`config.mk`:
```
export PLATFORM = sky130hd
export DESIGN_NAME = adc_seq_top
export DESIGN_NICKNAME = d
export VERILOG_FILES = /design/src/rtl/adc_seq_pkg.sv /design/src/rtl/adc_seq_serial.sv /design/src/rtl/adc_seq_ctrl.sv /design/src/rtl/adc_seq_result.sv /design/src/rtl/adc_seq_top.sv
export SDC_FILE = /design/constraint.sdc
export NUM_CORES = 1
export LEC_CHECK = 0
export BUFFER_PORTS_ARGS = -buffer_cell sky130_fd_sc_hd__buf_2
export CORE_ASPECT_RATIO = 0.9
export CORE_MARGIN = 2
export CORE_UTILIZATION = 45
export DETAILED_ROUTE_END_ITERATION = 8
export PLACE_DENSITY = 0.59
export SLEW_MARGIN = 0
export SYNTH_ARGS = -nofsm -noshare
export SYNTH_HDL_FRONTEND = slang
export SYNTH_SLANG_ARGS = --single-unit
export TNS_END_PERCENT = 1
```
`constraint.sdc`:
```
create_clock -name clk -period 2.1 [get_ports clk]
set_clock_uncertainty 0.2 [all_clocks]
set_input_delay 0.525 -clock clk [delete_from_list [all_inputs] [get_ports clk]]
set_output_delay 0.525 -clock clk [all_outputs]
set_load 0.005 [all_outputs]
```
`src/rtl/adc_seq_pkg.sv`:
```
package adc_seq_pkg;

    localparam int CH_W    = 2;
    localparam int SMP_W   = 12;
    localparam int FRAME_W = 2 + CH_W + SMP_W;
    localparam int CNT_W   = $clog2(FRAME_W) + 1;

    // control word field positions (MSB first)
    localparam int WR_BIT  = FRAME_W - 1;
    localparam int SEQ_HI  = FRAME_W - 3;
    localparam int ADDR_HI = FRAME_W - 5;

    typedef enum logic [1:0] {
        SEQ_ONE_A = 2'b00,
        SEQ_ONE_B = 2'b01,
        SEQ_HOLD  = 2'b10,
        SEQ_SWEEP = 2'b11
    } seq_code_e;

    typedef struct packed {
        logic            wr;
        seq_code_e       seq;
        logic [CH_W-1:0] addr;
    } ctrl_word_t;

    function automatic logic [FRAME_W-1:0] build_frame(
        input logic [CH_W-1:0]  ch,
        input logic [SMP_W-1:0] smp
    );
        return {2'b00, ch, smp};
    endfunction

    function automatic logic [CH_W-1:0] next_sweep_ch(
        input logic [CH_W-1:0] cur,
        input logic [CH_W-1:0] last
    );
        return (cur == last) ? '0 : cur + 1'b1;
    endfunction

endpackage

```
`src/rtl/adc_seq_serial.sv`:
```
module adc_seq_serial
    import adc_seq_pkg::*;
(
    input  logic               clk,
    input  logic               rst,
    input  logic               cs_n,
    input  logic               sclk,
    input  logic               din,
    input  logic [FRAME_W-1:0] tx_frame,
    output logic               dout,
    output logic               frame_done,
    output ctrl_word_t         rx_ctrl
);
    localparam logic [CNT_W-1:0] CNT_MAX  = '1;
    localparam logic [CNT_W-1:0] CNT_FULL = CNT_W'(FRAME_W);

    logic               sclk_d, cs_d;
    logic [CNT_W-1:0]   bit_cnt;
    logic [FRAME_W-1:0] tx_sr, rx_sr;
    logic               sclk_rise, sclk_fall, cs_fall, cs_rise;

    assign sclk_rise = sclk && !sclk_d;
    assign sclk_fall = !sclk && sclk_d;
    assign cs_fall   = !cs_n && cs_d;
    assign cs_rise   = cs_n && !cs_d;

    always_ff @(posedge clk) begin
        if (rst) begin
            sclk_d     <= 1'b0;
            cs_d       <= 1'b1;
            bit_cnt    <= '0;
            tx_sr      <= '0;
            rx_sr      <= '0;
            frame_done <= 1'b0;
        end else begin
            sclk_d     <= sclk;
            cs_d       <= cs_n;
            frame_done <= cs_rise && (bit_cnt == CNT_FULL);
            if (cs_fall) begin
                tx_sr   <= tx_frame;
                bit_cnt <= '0;
            end else if (!cs_n) begin
                if (sclk_rise) begin
                    rx_sr <= {rx_sr[FRAME_W-2:0], din};
                    if (bit_cnt != CNT_MAX) bit_cnt <= bit_cnt + 1'b1;
                end
                if (sclk_fall) tx_sr <= {tx_sr[FRAME_W-2:0], 1'b0};
            end
        end
    end

    assign dout    = tx_sr[FRAME_W-1];
    assign rx_ctrl = '{wr:   rx_sr[WR_BIT],
                       seq:  seq_code_e'(rx_sr[SEQ_HI -: 2]),
                       addr: rx_sr[ADDR_HI -: CH_W]};


    dout_hold_on_rise_chk: assert property (@(posedge clk) disable iff (rst)
        (sclk_rise && !cs_n && !cs_fall) |=> $stable(dout));


    short_frame_chk: assert property (@(posedge clk) disable iff (rst)
        (cs_rise && bit_cnt != CNT_FULL) |=> !frame_done);

endmodule

```
`src/rtl/adc_seq_ctrl.sv`:
```
module adc_seq_ctrl
    import adc_seq_pkg::*;
(
    input  logic            clk,
    input  logic            rst,
    input  logic            frame_done,
    input  ctrl_word_t      rx_ctrl,
    output logic [CH_W-1:0] ch_sel
);
    seq_code_e       reg_seq;
    logic [CH_W-1:0] reg_addr;
    logic [CH_W-1:0] sweep_ch;
    logic            sweeping, take_word;

    assign sweeping  = (reg_seq == SEQ_SWEEP);
    assign take_word = rx_ctrl.wr && (rx_ctrl.seq != SEQ_HOLD);

    always_ff @(posedge clk) begin
        if (rst) begin
            reg_seq  <= SEQ_ONE_A;
            reg_addr <= '0;
            sweep_ch <= '0;
        end else if (frame_done) begin
            if (take_word) begin
                reg_seq  <= rx_ctrl.seq;
                reg_addr <= rx_ctrl.addr;
                sweep_ch <= '0;
            end else if (sweeping) begin
                sweep_ch <= next_sweep_ch(sweep_ch, reg_addr);
            end
        end
    end

    assign ch_sel = sweeping ? sweep_ch : reg_addr;


    readonly_keeps_reg_chk: assert property (@(posedge clk) disable iff (rst)
        (frame_done && !rx_ctrl.wr) |=> ($stable(reg_seq) && $stable(reg_addr)));


    sweep_starts_at_zero_chk: assert property (@(posedge clk) disable iff (rst)
        (frame_done && rx_ctrl.wr && rx_ctrl.seq == SEQ_SWEEP) |=> (ch_sel == '0));


    sweep_wraps_chk: assert property (@(posedge clk) disable iff (rst)
        (frame_done && sweeping && !take_word && ch_sel == reg_addr) |=> (ch_sel == '0));


    sweep_ends_chk: assert property (@(posedge clk) disable iff (rst)
        (frame_done && rx_ctrl.wr && !rx_ctrl.seq[1])
        |=> (!sweeping && ch_sel == $past(rx_ctrl.addr)));


    hold_code_keeps_chk: assert property (@(posedge clk) disable iff (rst)
        (frame_done && rx_ctrl.wr && rx_ctrl.seq == SEQ_HOLD) |=> $stable(reg_addr));

endmodule

```
`src/rtl/adc_seq_result.sv`:
```
module adc_seq_result
    import adc_seq_pkg::*;
(
    input  logic               clk,
    input  logic               rst,
    input  logic               frame_done,
    input  logic [CH_W-1:0]    ch_sel,
    input  logic [SMP_W-1:0]   sample_in,
    output logic [FRAME_W-1:0] tx_frame
);
    logic [CH_W-1:0]  res_ch;
    logic [SMP_W-1:0] res_smp;

    always_ff @(posedge clk) begin
        if (rst) begin
            res_ch  <= '0;
            res_smp <= '0;
        end else if (frame_done) begin
            res_ch  <= ch_sel;
            res_smp <= sample_in;
        end
    end

    assign tx_frame = build_frame(res_ch, res_smp);


    result_held_chk: assert property (@(posedge clk) disable iff (rst)
        !frame_done |=> $stable(tx_frame));

endmodule

```
`src/rtl/adc_seq_top.sv`:
```
module adc_seq_top
    import adc_seq_pkg::*;
(
    input  logic             clk,
    input  logic             rst,
    input  logic             cs_n,
    input  logic             sclk,
    input  logic             din,
    output logic             dout,
    input  logic [SMP_W-1:0] sample_in,
    output logic [CH_W-1:0]  ch_sel
);
    logic               frame_done;
    ctrl_word_t         rx_ctrl;
    logic [FRAME_W-1:0] tx_frame;

    adc_seq_serial u_serial (
        .clk        (clk),
        .rst        (rst),
        .cs_n       (cs_n),
        .sclk       (sclk),
        .din        (din),
        .tx_frame   (tx_frame),
        .dout       (dout),
        .frame_done (frame_done),
        .rx_ctrl    (rx_ctrl)
    );

    adc_seq_ctrl u_ctrl (
        .clk        (clk),
        .rst        (rst),
        .frame_done (frame_done),
        .rx_ctrl    (rx_ctrl),
        .ch_sel     (ch_sel)
    );

    adc_seq_result u_result (
        .clk        (clk),
        .rst        (rst),
        .frame_done (frame_done),
        .ch_sel     (ch_sel),
        .sample_in  (sample_in),
        .tx_frame   (tx_frame)
    );


    reset_state_chk: assert property (@(posedge clk)
        $past(rst) |-> (ch_sel == '0 && tx_frame == '0));

endmodule

```
==> flow_metrics.py, run 1 <==
metrics = {
    "status": {
        "outcome": "complete, no violations",
    },
    "cells_and_area": {
        "n_antenna_cell": 0,
        "register_area_um2": 1200,
        "stdcell_area_um2": 2890,
        "final_nets": 308,
        "final_layout_size_suffix_gt1_frac": 0.174,
        "final_cells": 360,
        "area_delta_synth_final_pct": 14.8,
        "post-route-util": 0.544,
        "fillers": 504,
        "multi_input_area_um2": 1170,
    },
    "clocking": {
        "cts_sinks": 60,
        "clock_latency_ns": 0.33,
        "cts-root-buf": "clkbuf_8",
        "cts_max_path_buffers": 2,
        "htree_num_levels": 3,
        "cts_buffers": 9,
        "cts-hold-fix-buffers": 0,
        "cts_tree": "built",
        "clkTransAtPathRegs_ns": 0.07,
    },
    "worst_setup_path": {
        "crit_required_ns": 1.37,
        "setup.worst_path.class": "register to primary output",
        "start_kind": "register",
        "rrSetupSlack_ns": 0.1,
        "rr_worst_depth": 8,
        "path_max_fanout": 4,
        "r2r_end": "u_serial.bit_cnt[0]",
        "endpoint_kind": "primary output",
        "r2r-start": "u_serial.bit_cnt[0]",
        "worstPathArrival_ns": 1.28,
    },
    "synthesis": {
        "synth_warnings": 0,
        "synth_cell_types": 38,
        "yosys.cell_count.top_type": "dfxtp_1",
        "synthTopCellsByArea": "dfxtp_1, mux2i_1, nand2_1",
        "async_flop_share": 0,
        "ys_top_cells_by_count": "dfxtp_1, nand2_1, mux2i_1",
        "synth_edf_count": 0,
        "synth_area_um2": 2520,
        "synth_flop_cell": "dfxtp_1",
        "synth_top_area_frac": 0.477,
        "synthCells": 263,
        "yosys.area.top_type": "dfxtp_1",
        "ys_ff_latch": 60,
        "syn_avg_cell_area_um2": 9.58,
        "synthesis.nets": 283,
        "yosysSeqAreaShare": 0.477,
    },
    "drt": {
        "ant_nets": 0,
        "first_pass_iters": 4,
        "drt_iter0_drc": 47,
        "vias_per_cell": 5.14,
        "wire_per_inst_um": 12.0,
        "drc": 0,
        "routed_wl_um": 4310,
        "vias": 1852,
    },
    "die": {
        "io_pins": 20,
        "core_um2": 5320,
        "die_w_um": 82.9,
        "dieHeight_um": 75.0,
        "rows": 25,
        "die-area_um2": 6210,
        "initial_utilization": 0.474,
    },
    "global_route": {
        "grt_max_degree": 25,
        "grt_util_met2": 0.263,
        "grt-busiest-layer": "met2",
        "grt_use_met1": 0.178,
        "grt_overflow_total": 0,
        "first_global_vias": 1758,
        "grt_pass1_wl_um": 7670,
        "antenna_found_initial": 0,
        "met3_usage": 0.0559,
        "track_usage": 0.157,
    },
    "sta": {
        "finalSetupViolCount": 0,
        "setup_slack_ns": 0.0965,
        "tightest_slew_ns": 0.565,
        "layout_min_cycle_time_ns": 2.00,
        "fin_tns_setup_ns": 0,
        "hold_violations": 0,
        "fin_crit_sh": 0.954,
        "rsz0062_at_grt": "false",
        "slew_viol_final": 0,
        "max_slew_margin": 0.623,
        "whs_ns": 0.220,
        "max_freq_mhz": 499,
    },
    "power_and_ir_drop": {
        "p_leak_nw": 1.21,
        "cellPowerDensity_nw_per_um2": 868,
        "total_power_mw": 2.51,
        "peakVddDrop_mv": 0.482,
    },
    "place": {
        "post_dp_cell_area_um2": 2650,
        "place_hpwl_um": 2870,
        "dp_worst_setup_slack_ns": 0.0860,
        "dp.cells": 343,
        "io_buffer_count": 19,
        "place.gp.congestion": 0.739,
    },
    "hold_path": {
        "worstHoldPathType": "input pin to register",
        "holdPathEnd": "u_result.res_smp[0]",
        "worstHoldStart": "sample_in[0]",
        "hold_path_depth": 3,
    },
    "flow_run": {
        "drv_cap": 0,
    },
}
==> flip-flops by register name, indices dropped and copies added (netlist names), 2 cells and up <==
signal / cells
u_ctrl.reg_addr: 2
u_ctrl.reg_seq: 2
u_ctrl.sweep_ch: 2
u_result.res_ch: 2
u_result.res_smp: 12
u_serial.bit_cnt: 5
u_serial.rx_sr: 16
u_serial.tx_sr: 16
==> timing repair <==
| action | CTS | global route |
|---|---|---|
| gates resized for setup | 0 | 1 |
| buffers inserted | 0 | 1 |
| setup endpoints to repair | 0 | 3 |
==> cell usage in the layout, fill, tap and decap left out, drive strengths merged, types with 2 or more instances in the layout <==
cell and n:
nor4b 2, or2 3, nand2b 2, a21oi 24
and3 2, nor3 2, mux2i 30, buf 30
a31oi 2, mux2 2, clkinv 2, dfxtp 60
nand4 2, o211a 3, bufinv 3, nand2 36
clkbuf 11, inv 7, a211oi 10, nand4b 2
o21ai 3, ha 3, nor2 27, nand3 4
nor2b 5, o31ai 5
==> layer usage <==
metal | vias to the layer above | part of all wire | wire length (um)
met5 | - | 0 | 0
li1 | 967 | - | -
met2 | 25 | 0.46 | 1990
met4 | 0 | 0.015 | 64
met3 | 8 | 0.040 | 173
met1 | 852 | 0.48 | 2090
==> worst max path at each step <==
stage                             start             endpoint  slack [ns]
finish                u_ctrl.reg_seq[0]            ch_sel[1]         0.1
global route        u_serial.bit_cnt[0]  u_serial.bit_cnt[2]        0.02
CTS                 u_serial.bit_cnt[0]  u_serial.bit_cnt[2]        0.07
detailed placement  u_serial.bit_cnt[0]  u_serial.bit_cnt[2]        0.09
global placement    u_serial.bit_cnt[0]  u_serial.bit_cnt[2]        0.09
floorplan           u_serial.bit_cnt[0]  u_serial.bit_cnt[2]        0.17
==> worst max-delay path: stages (launching register included) <==
cell	delay, ns
dfxtp_1	0.33
nand2_1	0.13
mux2_2	0.36
buf_2	0.13
==> layout make-up <==
type,count,area share
well taps,67,0.0290
clock buffers,11,0.0455
repair buffers,30,0.0615
clock inverters,5,0.0346
flip-flops and latches,60,0.416
inverters,7,0.00909
multi-input cells,180,0.405
==> power by group <==
part | total, mW | internal [mW] | switching [mW]
Sequential | 1.17 | 1.16 | 0.0153
Clock | 1.22 | 0.785 | 0.432
Combinational | 0.116 | 0.0522 | 0.0634
==> kinds of logic (layout without fill, tap and decap cells) <==
logic type,Yosys count,count (layout),synth area share
compound gates,51,51,0.129
xor+xnor,2,2,0.00696
fa+ha+maj,3,3,0.0149
buf+inv,23,53,0.0591
flops,60,60,0.477
mux,32,32,0.128
simple gates,92,92,0.185
(Power assumes the default switching activity.)
==> run 2: changes to the inputs <==
- CAP_MARGIN: not set -> 20
- CORE_MARGIN: 2 -> 5
==> run 2 against run 1 <==
Compared with the run above: non-clock buffer count is 1 lower; largest cell class unchanged; clock power down 15%; first-iteration DRC count up 74%; critical endpoint unchanged; largest power group is now registers.
==> flow_metrics.py, run 2 (synthesis results as in run 1) <==
metrics = {
    "sta": {
        "finalSetupViolCount": 0,
        "whs_ns": 0.223,
        "setup_slack_ns": 0.0988,
        "layout_min_cycle_time_ns": 2.00,
        "max_slew_margin": 0.618,
        "slew_viol_final": 0,
        "tightest_slew_ns": 0.572,
        "rsz0062_at_grt": "false",
        "hold_violations": 0,
        "max_freq_mhz": 500,
        "fin_crit_sh": 0.953,
        "fin_tns_setup_ns": 0,
    },
    "place": {
        "dp_worst_setup_slack_ns": 0.0412,
        "place_hpwl_um": 2920,
        "dp.cells": 342,
        "io_buffer_count": 19,
        "post_dp_cell_area_um2": 2660,
        "place.gp.congestion": 0.731,
    },
    "power_and_ir_drop": {
        "seqPwrFrac": 0.503,
        "p_int_mw": 1.82,
        "cellPowerDensity_nw_per_um2": 815,
        "peakVddDrop_mv": 0.524,
        "p_leak_nw": 1.20,
        "swShare": 0.220,
        "clkPwrFrac": 0.446,
        "switchingPower_mw": 0.513,
        "pwr-share-comb": 0.051,
    },
    "drt": {
        "ant_nets": 0,
        "routed_wl_um": 4470,
        "wire_per_inst_um": 12.5,
        "drc": 0,
        "drt_iter0_drc": 82,
        "first_pass_iters": 4,
        "vias_per_cell": 5.03,
        "vias": 1807,
    },
    "clocking": {
        "cts_max_path_buffers": 2,
        "cts_resized": 0,
        "cts_sinks": 60,
        "cts_buffers": 9,
        "cts-root-buf": "clkbuf_8",
        "cts_tree": "built",
        "clkTransAtPathRegs_ns": 0.07,
        "clock_latency_ns": 0.33,
        "post_cts_buffers": 0,
        "cts-hold-fix-buffers": 0,
        "htree_num_levels": 3,
    },
    "cells_and_area": {
        "n_antenna_cell": 0,
        "final_cells": 359,
        "stdcell_area_um2": 2870,
        "area_delta_synth_final_pct": 13.8,
        "final_cell_mix": "dfxtp_1, nand2_1, mux2i_1",
        "final_common_cell": "dfxtp_1",
        "final_nets": 307,
        "final_layout_size_suffix_gt1_frac": 0.175,
        "largestRegisters": "u_serial.rx_sr (16), u_serial.tx_sr (16), u_result.res_smp (12)",
    },
    "global_route": {
        "track_usage": 0.140,
        "antenna_found_initial": 0,
        "grt_pass1_wl_um": 7770,
        "grt_max_degree": 24,
        "first_global_vias": 1804,
        "grt_overflow_total": 0,
    },
    "worst_setup_path": {
        "slowest_delay_ns": 0.37,
        "rr_worst_depth": 7,
        "setup.worst_path.class": "register to primary output",
        "path_max_fanout": 4,
        "crit_path_top_delay_cell": "mux2_2",
        "worstPathCellList": "nand2_1 -> mux2_2 -> buf_2",
        "crit_required_ns": 1.37,
        "start_kind": "register",
        "worstPathArrival_ns": 1.28,
        "endpoint_kind": "primary output",
    },
    "die": {
        "die-area_um2": 7200,
        "die_w_um": 88.9,
        "rows": 25,
        "io_pins": 20,
        "dieHeight_um": 81.0,
        "initial_utilization": 0.471,
        "core_um2": 5350,
    },
    "hold_path": {
        "hold_path_depth": 3,
        "worstHoldPathType": "input pin to register",
    },
    "status": {
        "outcome": "complete, no violations",
    },
    "flow_run": {
        "drv_cap": 0,
    },
}
[run 2: cell count changes in the layout (fill, tap and decap cells not counted), sizes merged]
cell      before  now
bufinv         3    1
clkinvlp       0    1
clkbuf        11   12
buf           30   29
[run 2: cell type report]
class / instances / area (um2)
Fill cell: 510 / 2480
Sequential cell: 60 / 1200
Multi-Input combinational cell: 180 / 1170
Timing Repair Buffer: 29 / 183
Clock buffer: 12 / 155
Tap cell: 67 / 83.8
Clock inverter: 4 / 47.5
Inverter: 7 / 26.3
[run 2: power by group through the flow]
stage / Sequential [mW] / Clock [mW] / Combinational, mW
after floorplan: 1.20 / 0 / 0.0862
after global placement: 1.20 / 0 / 0.117
after detailed placement: 1.20 / 0 / 0.118
after CTS: 1.17 / 1.08 / 0.118
after global routing: 1.18 / 1.13 / 0.132
final: 1.17 / 1.04 / 0.118
[run 2: metrics by stage]
stage,power (mW),util
after floorplan,1.28,-
after CTS,2.37,0.534
after detailed placement,1.32,0.496
final,2.33,0.536
after global placement,1.32,0.496
after global routing,2.44,0.536
[run 2: layer usage]
metal,share of wire,GRT usage,vias up
met5,0,0,-
met4,0.014,0.0589,0
met3,0.042,0.0548,6
met2,0.45,0.226,25
met1,0.49,0.165,812
li1,-,-,964
[run 2: critical path: cells and delay by family, from the launching register on]
family        cells  cell delay, ns
mux               1            0.37
flops             1            0.33
buf+inv           1            0.13
simple gates      1            0.12
[run 2: path summary, 6_finish.rpt]
| check | start | to | slack, ns |
|---|---|---|---|
| setup / recovery | u_ctrl.reg_seq[0] | ch_sel[1] | 0.1 |
| hold / removal | sample_in[3] | u_result.res_smp[3] | 0.22 |
| setup reg to reg | u_serial.bit_cnt[0] | u_serial.bit_cnt[2] | 0.11 |
| hold reg to reg | u_serial.rx_sr[0] | u_serial.rx_sr[1] | 0.25 |
